File: config.mk
export PLATFORM = sky130hd
export DESIGN_NAME = octave_tap_sel
export DESIGN_NICKNAME = d
export VERILOG_FILES = /design/src/rtl/octave_tap_pkg.sv /design/src/rtl/octave_tap_chain.sv /design/src/rtl/octave_tap_decode.sv /design/src/rtl/octave_tap_mux.sv /design/src/rtl/octave_tap_sel.sv
export SDC_FILE = /design/constraint.sdc
export NUM_CORES = 1
export LEC_CHECK = 0
export ABC_CLOCK_PERIOD_IN_PS = 6400
export BUFFER_PORTS_ARGS = -buffer_cell sky130_fd_sc_hd__buf_2
export CORE_AREA = 3 3 68 70
export CTS_BUF_LIST = sky130_fd_sc_hd__clkbuf_2 sky130_fd_sc_hd__clkbuf_4 sky130_fd_sc_hd__clkbuf_8
export CTS_CLUSTER_SIZE = 10
export DETAILED_ROUTE_END_ITERATION = 8
export DIE_AREA = 0 0 71 73
export HOLD_SLACK_MARGIN = 0.12
export PLACE_DENSITY = 0.66
export SYNTH_ARGS = -nofsm -noshare
export SYNTH_HDL_FRONTEND = slang
export SYNTH_SLANG_ARGS = --single-unit
File: constraint.sdc
create_clock -name clk -period 6.4 [get_ports clk]
set_clock_uncertainty 0.15 [all_clocks]
set_input_delay 1.28 -clock clk [delete_from_list [all_inputs] [get_ports clk]]
set_output_delay 1.28 -clock clk [all_outputs]
set_load 0.005 [all_outputs]
File: src/rtl/octave_tap_pkg.sv
`timescale 1ns/1ps
package octave_tap_pkg;
    // Each bank of the tap multiplexer picks one of 2**SUB_W taps.
    localparam int SUB_W   = 3;
    localparam int BANK_SZ = 1 << SUB_W;

    // Select field for one bank: a 3-bit tap number plus a gate bit.
    typedef struct packed {
        logic             gate;
        logic [SUB_W-1:0] sub;
    } tap_fld_t;
endpackage

File: src/rtl/octave_tap_chain.sv
`timescale 1ns/1ps
module octave_tap_chain #(
    parameter int CNT_W = 14
) (
    input  logic             clk,
    input  logic             rst,
    output logic [CNT_W-1:0] cnt_o
);
    typedef struct packed {
        logic [CNT_W-1:0] cnt;
    } chain_st_t;

    chain_st_t st_d, st_q;

    // Bit k of the counter is the divide-by-2^(k+1) stage.
    always_comb begin
        st_d     = st_q;
        st_d.cnt = st_q.cnt + CNT_W'(1);
    end

    always_ff @(posedge clk) begin
        if (rst) st_q <= '0;
        else     st_q <= st_d;
    end

    assign cnt_o = st_q.cnt;
endmodule

File: src/rtl/octave_tap_decode.sv
`timescale 1ns/1ps
module octave_tap_decode
    import octave_tap_pkg::*;
#(
    parameter int RANGE_W   = 4,
    parameter int MIN_RANGE = 2,
    parameter int MAX_RANGE = 14,
    parameter int IDX_W     = 4,
    parameter int NBANK     = 2
) (
    input  logic [RANGE_W-1:0]   range_i,
    input  logic                 harm_i,
    output logic                 valid_o,
    output logic [IDX_W-1:0]     ref_idx_o,
    output tap_fld_t [NBANK-1:0] det_fld_o,
    output tap_fld_t [NBANK-1:0] ref_fld_o
);
    int rng;
    int didx;
    int ridx;

    always_comb begin
        rng     = int'(range_i);
        valid_o = (rng >= MIN_RANGE) && (rng <= MAX_RANGE);
        // The top octave uses stage 0; each octave lower moves one stage down.
        didx    = valid_o ? (MAX_RANGE - rng) : 0;
        ridx    = valid_o ? (didx + int'(harm_i)) : 0;
        ref_idx_o = IDX_W'(ridx);
        for (int b = 0; b < NBANK; b++) begin
            det_fld_o[b].gate = valid_o && ((didx / BANK_SZ) == b);
            det_fld_o[b].sub  = SUB_W'(didx % BANK_SZ);
            ref_fld_o[b].gate = valid_o && ((ridx / BANK_SZ) == b);
            ref_fld_o[b].sub  = SUB_W'(ridx % BANK_SZ);
        end
    end
endmodule

File: src/rtl/octave_tap_mux.sv
`timescale 1ns/1ps
module octave_tap_mux
    import octave_tap_pkg::*;
#(
    parameter int CNT_W = 14,
    parameter int NBANK = 2
) (
    input  logic [CNT_W-1:0]     taps_i,
    input  tap_fld_t [NBANK-1:0] fld_i,
    output logic                 tap_o
);
    localparam int PAD_W = NBANK * BANK_SZ;

    logic [PAD_W-1:0] padded;
    logic [NBANK-1:0] bank_out;

    assign padded = PAD_W'(taps_i);

    // Cascade: each gated bank picks one tap, then the bank outputs are ORed.
    generate
        for (genvar b = 0; b < NBANK; b++) begin : g_bank
            logic [BANK_SZ-1:0] grp;
            assign grp         = padded[b*BANK_SZ +: BANK_SZ];
            assign bank_out[b] = fld_i[b].gate & grp[fld_i[b].sub];
        end
    endgenerate

    assign tap_o = |bank_out;
endmodule

File: src/rtl/octave_tap_sel.sv
`timescale 1ns/1ps
module octave_tap_sel
    import octave_tap_pkg::*;
#(
    parameter int RANGE_W   = 4,
    parameter int MIN_RANGE = 2,
    parameter int MAX_RANGE = 14
) (
    input  logic               clk,
    input  logic               rst,
    input  logic [RANGE_W-1:0] range_i,
    input  logic               harm_i,
    output logic               det_o,
    output logic               ref_loop_o,
    output logic               ref_out_o,
    output logic               err_o
);
    localparam int CNT_W = MAX_RANGE - MIN_RANGE + 2;
    localparam int IDX_W = $clog2(CNT_W);
    localparam int NBANK = (CNT_W + BANK_SZ - 1) / BANK_SZ;

    typedef struct packed {
        logic [RANGE_W-1:0] rng;
        logic               harm;
        logic               en;
        logic               wrap_seen;
        logic               ref_a;
        logic               ref_b;
    } ctl_st_t;

    ctl_st_t st_d, st_q;

    logic [CNT_W-1:0]     cnt;
    logic                 valid;
    logic [IDX_W-1:0]     ref_idx;
    tap_fld_t [NBANK-1:0] det_fld;
    tap_fld_t [NBANK-1:0] ref_fld;
    logic                 det_tap;
    logic                 ref_tap;
    logic                 cfg_chg;
    logic                 wrap;
    logic                 strobe;
    logic                 ref_raw;

    octave_tap_chain #(.CNT_W(CNT_W)) u_chain (
        .clk   (clk),
        .rst   (rst),
        .cnt_o (cnt)
    );

    octave_tap_decode #(
        .RANGE_W   (RANGE_W),
        .MIN_RANGE (MIN_RANGE),
        .MAX_RANGE (MAX_RANGE),
        .IDX_W     (IDX_W),
        .NBANK     (NBANK)
    ) u_decode (
        .range_i   (st_q.rng),
        .harm_i    (st_q.harm),
        .valid_o   (valid),
        .ref_idx_o (ref_idx),
        .det_fld_o (det_fld),
        .ref_fld_o (ref_fld)
    );

    octave_tap_mux #(.CNT_W(CNT_W), .NBANK(NBANK)) u_det_mux (
        .taps_i (cnt),
        .fld_i  (det_fld),
        .tap_o  (det_tap)
    );

    octave_tap_mux #(.CNT_W(CNT_W), .NBANK(NBANK)) u_ref_mux (
        .taps_i (cnt),
        .fld_i  (ref_fld),
        .tap_o  (ref_tap)
    );

    always_comb begin
        cfg_chg = (range_i != st_q.rng) || (harm_i != st_q.harm);
        // wrap: reference stage and every faster stage are at their last count.
        // strobe: the stage one faster than the reference has just wrapped.
        wrap    = 1'b1;
        strobe  = 1'b1;
        for (int k = 0; k < CNT_W; k++) begin
            if (k <= int'(ref_idx)) wrap   = wrap & cnt[k];
            if (k <  int'(ref_idx)) strobe = strobe & ~cnt[k];
        end
        ref_raw = st_q.en & ref_tap;

        st_d = st_q;
        if (cfg_chg) begin
            st_d.rng       = range_i;
            st_d.harm      = harm_i;
            st_d.en        = 1'b0;
            st_d.wrap_seen = 1'b0;
        end else if (!valid) begin
            st_d.en        = 1'b0;
            st_d.wrap_seen = 1'b0;
        end else if (!st_q.en && wrap) begin
            // The first wrap ends a partial period; the second ends a full one.
            if (st_q.wrap_seen) st_d.en        = 1'b1;
            else                st_d.wrap_seen = 1'b1;
        end

        if (!st_d.en) begin
            st_d.ref_a = 1'b0;
            st_d.ref_b = 1'b0;
        end else if (strobe) begin
            st_d.ref_a = ref_raw;
            st_d.ref_b = ref_raw;
        end
    end

    always_ff @(posedge clk) begin
        if (rst) begin
            st_q.rng       <= RANGE_W'(MAX_RANGE);
            st_q.harm      <= 1'b0;
            st_q.en        <= 1'b0;
            st_q.wrap_seen <= 1'b0;
            st_q.ref_a     <= 1'b0;
            st_q.ref_b     <= 1'b0;
        end else begin
            st_q <= st_d;
        end
    end

    assign det_o      = st_q.en & det_tap;
    assign ref_loop_o = st_q.ref_a;
    assign ref_out_o  = st_q.ref_b;
    assign err_o      = ~valid;

    logic [NBANK-1:0] det_gates;
    always_comb begin
        for (int b = 0; b < NBANK; b++) det_gates[b] = det_fld[b].gate;
    end

    p_one_bank_r1: assert property (@(posedge clk) disable iff (rst)
        $onehot0(det_gates));

    p_err_quiet_r5: assert property (@(posedge clk) disable iff (rst)
        err_o |-> (!det_o && !ref_loop_o && !ref_out_o));

    p_blank_on_change_r6: assert property (@(posedge clk) disable iff (rst)
        cfg_chg |=> (!det_o && !ref_loop_o && !ref_out_o));

    p_phase_norm_r3: assert property (@(posedge clk) disable iff (rst)
        ($rose(ref_loop_o) && !st_q.harm) |-> ($past(det_o) && !$past(det_o, 2)));

    p_phase_harm_r4: assert property (@(posedge clk) disable iff (rst)
        ($rose(ref_loop_o) && st_q.harm) |-> (!$past(det_o) && $past(det_o, 2)));

    p_reset_quiet_r8: assert property (@(posedge clk)
        rst |=> (!det_o && !ref_loop_o && !ref_out_o && !err_o));
endmodule

### Word level (Yosys, flattened, before mapping)

Index checks and enable logic that the tools add are counted.

* word-level logic and storage cells: 153
* bits in registers: 22

* eq/ne operators: 4
* mux-type cells: 41
* magnitude comparators: 31
* bitwise operators: 50
* reductions and logical operators: 16
* $add $sub $neg: 5

Operators with widths (number)
* 32-bit by 1-bit adder with 32-bit output: 2
* 32-bit by 2-bit equality test with 1-bit output, second input constant: 2
* 32-bit zero test: 2
* 32-bit 2-to-1 mux: 2
* 1-bit bitwise AND: 34
* 32-bit by 2-bit adder with 32-bit output: 1
* 1-bit 2-to-1 mux: 32
* 4-bit less-or-equal comparator, first input constant: 6
* 4-bit less-than comparator, first input constant: 6
* 3-bit by 4-bit less-or-equal comparator with 1-bit output, first input constant: 4
* 3-bit by 4-bit less-than comparator with 1-bit output, first input constant: 4
* 1-bit NOT: 16
* 14-bit by 1-bit adder with 14-bit output, second input constant: 1
* 1-bit binary-select mux with 3-bit select: 4
* 3-bit OR reduction: 3
* 2-bit by 4-bit less-or-equal comparator with 1-bit output, first input constant: 2
* 1-bit by 4-bit less-than comparator with 1-bit output, first input constant: 2
* 2-bit by 4-bit less-than comparator with 1-bit output, first input constant: 2
* 3-bit by 4-bit less-than comparator with 1-bit output, second input constant: 2
* 1-bit logical AND: 6
* 2-bit 2-to-1 mux: 3
* 2-bit OR reduction: 3
* 4-bit by 4-bit subtractor with 5-bit output, first input constant: 1
* 4-bit by 2-bit >= comparator with 1-bit output, second input constant: 1
* other kinds (6): 6

### Depth between registers and ports, before layout

* depth in word-level cells: 37
* gate-level depth with buffers: 23
* depth with buffers taken out: 20

### Hierarchy

Synthesis repeated with hierarchy kept, for this count alone.

* cell total of the unflattened synthesis: 269
* area total of the unflattened synthesis: 2165.8 um2

Modules (own cells, without submodules)
* octave_tap_decode: times used 1, cells an instance 95, area an instance 714.4 um2
* octave_tap_sel: times used 1, cells an instance 77, area an instance 598.1 um2
* octave_tap_chain: times used 1, cells an instance 65, area an instance 590.6 um2
* octave_tap_mux: times used 2, cells an instance 16, area an instance 131.4 um2

### Worst setup path after synthesis

Ideal clock, no wire load.

* path type: flip-flop to flip-flop
* start point: register st_q[5] (netlist name)
* end point: register st_q, in the netlist ref_out_o
* buffers on the path: 3
* stages on the path, launching flop included: 22
* setup slack: 1761 ps
* data arrival time: 4410 ps
* path through: dfxtp_1 > buf_2 > inv_1 > ha_1 > o21bai_4 > inv_2 > buf_1 > nor2_1 > ha_1 > clkbuf_1 > nor2_4 > nor2_2 > and3_1 > ha_1 > ha_1 > a21oi_1 > a2111oi_2 > o2111ai_1 > a221o_1 > a2111oi_2 > mux2i_1 > a211oi_2

* longest elaborated chain between the ends: 37
* elaborated cells between the ends (all ways): 109
* those cells by class: add/sub: 3; order compare: 29; eq/ne: 2; mux: 36; bitwise: 30; reduce/logical: 9

Ends and longest elaborated chain
* 4-bit by 2-bit >= comparator with 1-bit output / 4-bit less-or-equal comparator (equally long branches): RTL line octave_tap_decode.sv:24 `valid_o = (rng >= MIN_RANGE) && (rng <= MAX_RANGE);`
* 1-bit logical AND: RTL line octave_tap_decode.sv:24
* 32-bit 2-to-1 mux: RTL line octave_tap_decode.sv:26 `didx = valid_o ? (MAX_RANGE - rng) : 0;`
* 32-bit by 2-bit adder with 32-bit output: RTL line octave_tap_decode.sv:27 `ridx = valid_o ? (didx + int'(harm_i)) : 0;`
* 32-bit 2-to-1 mux: RTL line octave_tap_decode.sv:27
* 1-bit by 4-bit less-or-equal comparator with 1-bit output: RTL line octave_tap_sel.sv:85 `if (k <= int'(ref_idx)) wrap = wrap & cnt[k];`
* 1-bit 2-to-1 mux: RTL line octave_tap_sel.sv:85
* 1-bit bitwise AND: RTL line octave_tap_sel.sv:85
* [... 21 more ...]
* 1-bit bitwise AND: RTL line octave_tap_sel.sv:85
* 1-bit 2-to-1 mux: RTL line octave_tap_sel.sv:85
* 1-bit logical AND: RTL line octave_tap_sel.sv:99 `end else if (!st_q.en && wrap) begin`
* 2-bit 2-to-1 mux: RTL line octave_tap_sel.sv:99
* 2-bit 2-to-1 mux: RTL line octave_tap_sel.sv:96 `end else if (!valid) begin`
* 2-bit 2-to-1 mux: RTL line octave_tap_sel.sv:91 `if (cfg_chg) begin`
* 1-bit NOT (no line)
* 2-bit OR reduction (no line)
* end signal, assigned: RTL line octave_tap_sel.sv:123 `st_q <= st_d;`
* end, declared: RTL line octave_tap_sel.sv:31 `ctl_st_t st_d, st_q;`

Parallel ways exist; a longest one is shown, timed or not. The select of a mux whose other input is x is not followed.
A chain may end at the register's enable or synchronous reset.

### Worst setup path in the final report

* start point: register st_q[5] (netlist name)
* end point: register st_q, in the netlist ref_out_o

* longest elaborated chain between the ends: 37
* elaborated cells between the ends (all ways): 109
* those cells by class: add/sub: 3; order compare: 29; eq/ne: 2; mux: 36; bitwise: 30; reduce/logical: 9

Ends and longest elaborated chain (RTL line)
* 4-bit by 2-bit >= comparator with 1-bit output / 4-bit less-or-equal comparator (equally long branches): octave_tap_decode.sv:24
* 1-bit logical AND: octave_tap_decode.sv:24
* 32-bit 2-to-1 mux: octave_tap_decode.sv:26
* 32-bit by 2-bit adder with 32-bit output: octave_tap_decode.sv:27
* 32-bit 2-to-1 mux: octave_tap_decode.sv:27
* 1-bit by 4-bit less-or-equal comparator with 1-bit output: octave_tap_sel.sv:85
* 1-bit 2-to-1 mux: octave_tap_sel.sv:85
* 1-bit bitwise AND: octave_tap_sel.sv:85
* [... 21 more ...]
* 1-bit bitwise AND: octave_tap_sel.sv:85
* 1-bit 2-to-1 mux: octave_tap_sel.sv:85
* 1-bit logical AND: octave_tap_sel.sv:99
* 2-bit 2-to-1 mux: octave_tap_sel.sv:99
* 2-bit 2-to-1 mux: octave_tap_sel.sv:96
* 2-bit 2-to-1 mux: octave_tap_sel.sv:91
* 1-bit NOT (no line)
* 2-bit OR reduction (no line)

Parallel ways exist; a longest one is shown, timed or not. The select of a mux whose other input is x is not followed.

==> run_results.csv <==
group,metric,value,unit
status,run_status,"completed",
clock_tree,cts.path.max_buffers,2,
route,wl_per_cell,17.1,um
clock_tree,postCtsHoldBufs,0,
route,vias,2082,
route,post-route-drc-count,0,
clock_tree,cts_resized,0,
logic_synthesis,yosysMostFrequentCell,"nor2_1",
final_layout,layout-drive-gt1-share,0.130,
clock_tree,htreeDepth,1,
logic_synthesis,synth_ff_type,"dfxtp_1",
global_route,grt_max_degree,21,
logic_synthesis,synth_warnings,0,
run,maxCapViolCount,0,
placed_design,post-dp-hpwl,4150,um
final_layout,diodes,0,
logic_synthesis,async_reset_ff_frac,0,
global_route,grt_pass1_wl,9470,um
worst_setup_path,startpoint_type,"flop",
clock_tree,cts_root_buf,"clkbuf_8",
final_layout,multi_input_area,1620,um2
logic_synthesis,synth_common_cells,"30 x nor2_1, 22 x dfxtp_1, 21 x nand2_1",
logic_synthesis,yosysTopAreaCell,"dfxtp_1",
placed_design,place_congestion,0.901,
route,dr.pass1.iters,5,
route,drt-vias-per-instance,6.37,
clock_tree,cts_buffers,3,
worst_setup_path,r2r-end,"ref_out_o$_SDFFE_PP0P_",
floorplanning,die_x,71,um
timing,finalCritPeriodShare,0.779,
global_route,grt_antenna_before_repair,0,
timing,max_freq,201,MHz
worst_setup_path,crit_fanout,18,
logic_synthesis,synth_xor_xnor_area_share,0.0980,
timing,slew_violations,0,
power_and_ir_drop,power_leakage,0.801,nW
logic_synthesis,syn_avg_cell_area,7.84,um2
final_layout,nFillCells,391,
timing,slew_headroom,0.603,
min_path,hold_path_end,"st_q[2]$_SDFFE_PP0P_",
worst_setup_path,worstPathRequired,6.45,ns
logic_synthesis,synth_top_family_by_area,"simple AND/OR/NAND/NOR gates",
power_and_ir_drop,ir_drop,0.116,mV
worst_setup_path,rrSetupSlack,1.41,ns
clock_tree,clk_latency,0.27,ns
final_layout,regArea,440,um2
timing,hold_slack,0.300,ns
logic_synthesis,synthMuxAreaShare,0.0593,
global_route,first_global_vias,1927,
final_layout,nets,299,
logic_synthesis,synth_edf_count,0,
floorplanning,core-area,4030,um2
clock_tree,path_clk_slew,0.09,ns
logic_synthesis,synthAdderAreaFrac,0.0798,
timing,worst_pin_slew,0.594,ns
floorplanning,die_h,73,um
logic_synthesis,netlist_area,2200,um2
timing,rsz0062_at_grt,"no",
floorplanning,start_util,0.545,
logic_synthesis,synthSimpleGateAreaFrac,0.255,
logic_synthesis,synthTopCellsByArea,"dfxtp_1 20%, ha_1 8.0%, xnor2_1 6.4%",
route,drt_iter0_markers,242,
worst_setup_path,worst-setup-path-type,"reg -> reg",
logic_synthesis,seq_area_frac_synth,0.201,
floorplanning,io_pins,11,
route,antenna_left,0,
clock_tree,cts_tree,"yes",
floorplanning,dieArea,5180,um2
route,wirelength,5600,um
min_path,hp-class,"reg -> reg",
logic_synthesis,ys_types,66,
global_route,overflow,0,
worst_setup_path,crit_path_end_kind,"flop",
min_path,hold_path_depth,2,
logic_synthesis,synth-compound-area-share,0.244,
placed_design,portBuffers,10,
clock_tree,postCtsSetupBuffers,0,
timing,setup-tns-final,0,ns
global_route,gr-usage-all-layers,0.228,
logic_synthesis,synth_seq_cells,22,
worst_setup_path,arrival,5.04,ns
logic_synthesis,synth_nets,301,
final_layout,area_growth,4.79,%
worst_setup_path,r2r-start,"st_q[5]$_SDFFE_PP0P_",
timing,final-setup-viol-count,0,
logic_synthesis,yosys.area.top_type_share,0.201,
power_and_ir_drop,powerDensity,169,nW/um2
clock_tree,clock-sinks,22,
min_path,hp-start,"st_q[2]$_SDFFE_PP0P_",
timing,finalCriticalPeriod,4.99,ns
logic_synthesis,syn-instance-count,280,
floorplanning,placementRows,23,
timing,hold_viol_final,0,
worst_setup_path,rr_worst_depth,20,
==> cell usage in the layout, fill, tap and decap left out, types with 2 or more instances in the layout <==
cell       count
mux4_2         3
clkbuf_8       3
a221oi_1       2
a21o_1         2
a211oi_1       2
o22ai_1        2
mux2i_1        4
mux2_2         2
nand2b_1       3
buf_2         10
or2_2          3
nand2_1       21
o211ai_1       4
nor2_1        30
or3_1          3
nand4b_1       2
o2111a_1       2
xnor2_1       16
and3_1         2
nor2b_1        4
nand4_1        7
a21oi_1       16
dfxtp_1       22
nand3_1       12
inv_1         12
o21ai_0       20
inv_2          2
a2111oi_2      2
xor2_1         6
ha_1          14
nor3_1         9
and4_1         2
==> report_power, final <==
part | internal [mW] | leakage [nW] | total (mW) | switching (mW)
registers | 0.140 | 0.179 | 0.149 | 0.00863
clock network | 0.0836 | 0.0357 | 0.132 | 0.0485
logic | 0.0431 | 0.586 | 0.107 | 0.0643
==> critical path, stage by stage, from the launching register on <==
cell	delay (ns)
dfxtp_1	0.60
inv_1	0.11
ha_1	0.28
o21bai_4	0.28
inv_2	0.29
nor2_1	0.11
ha_1	0.25
xnor3_1	0.23
a2bb2oi_2	0.25
nor2_4	0.04
nor2_2	0.27
and3_1	0.21
ha_1	0.16
nor3b_1	0.41
nand2_1	0.10
nor2_1	0.12
o2111ai_1	0.12
a221o_1	0.30
a2111oi_2	0.32
mux2i_1	0.12
a211oi_2	0.19
==> stage by stage <==
stage / worst slack (ns) / instance area, um2 / cells / total power, mW / util
final: 1.41 / 2300 / 327 / 0.388 / 0.571
after global routing: 0.920 / 2300 / 327 / 0.409 / 0.571
after CTS: 1.47 / 2300 / 327 / 0.390 / 0.571
after detailed placement: 1.47 / 2230 / 323 / 0.256 / 0.553
after global placement: 1.50 / 2230 / 323 / 0.257 / 0.553
after floorplan: 1.76 / 2200 / 280 / 0.234 / -
==> layer usage <==
metal,wire length [um],part of all wire,up-vias,track usage
li1,-,-,1023,-
met1,2530,0.45,957,0.320
met2,2530,0.45,90,0.359
met3,433,0.077,12,0.0344
met4,112,0.020,0,0.0731
met5,0,0,-,0
==> cells by family after synthesis <==
kind of cell,Yosys count
compound gates,72
xor+xnor,23
fa+ha+maj,14
buf+inv,32
flops,22
mux,9
simple gates,108
==> worst max path at each step <==
stage	to	cells past startpoint	startpoint
after detailed placement	ref_out_o$_SDFFE_PP0P_	20	st_q[5]$_SDFFE_PP0P_
after global placement	ref_out_o$_SDFFE_PP0P_	20	st_q[5]$_SDFFE_PP0P_
final	ref_out_o$_SDFFE_PP0P_	20	st_q[5]$_SDFFE_PP0P_
after CTS	ref_out_o$_SDFFE_PP0P_	20	st_q[5]$_SDFFE_PP0P_
after global routing	ref_out_o$_SDFFE_PP0P_	20	st_q[5]$_SDFFE_PP0P_
after floorplan	ref_out_o$_SDFFE_PP0P_	21	st_q[5]$_SDFFE_PP0P_
==> layout make-up <==
cell class                      instances  share of cell area
Clock buffer                            3              0.0179
Clock inverter                          1              0.0131
Inverter                               14              0.0228
Multi-Input combinational cell        226               0.703
Sequential cell                        22               0.191
Tap cell                               50              0.0272
Timing Repair Buffer                   11              0.0250
==> sequential cells by signal (all words and copies together), names as in the netlist <==
name,count
u_chain.cnt_o,14
ref_out_o,1
st_q,7
(Power assumes the default switching activity.)
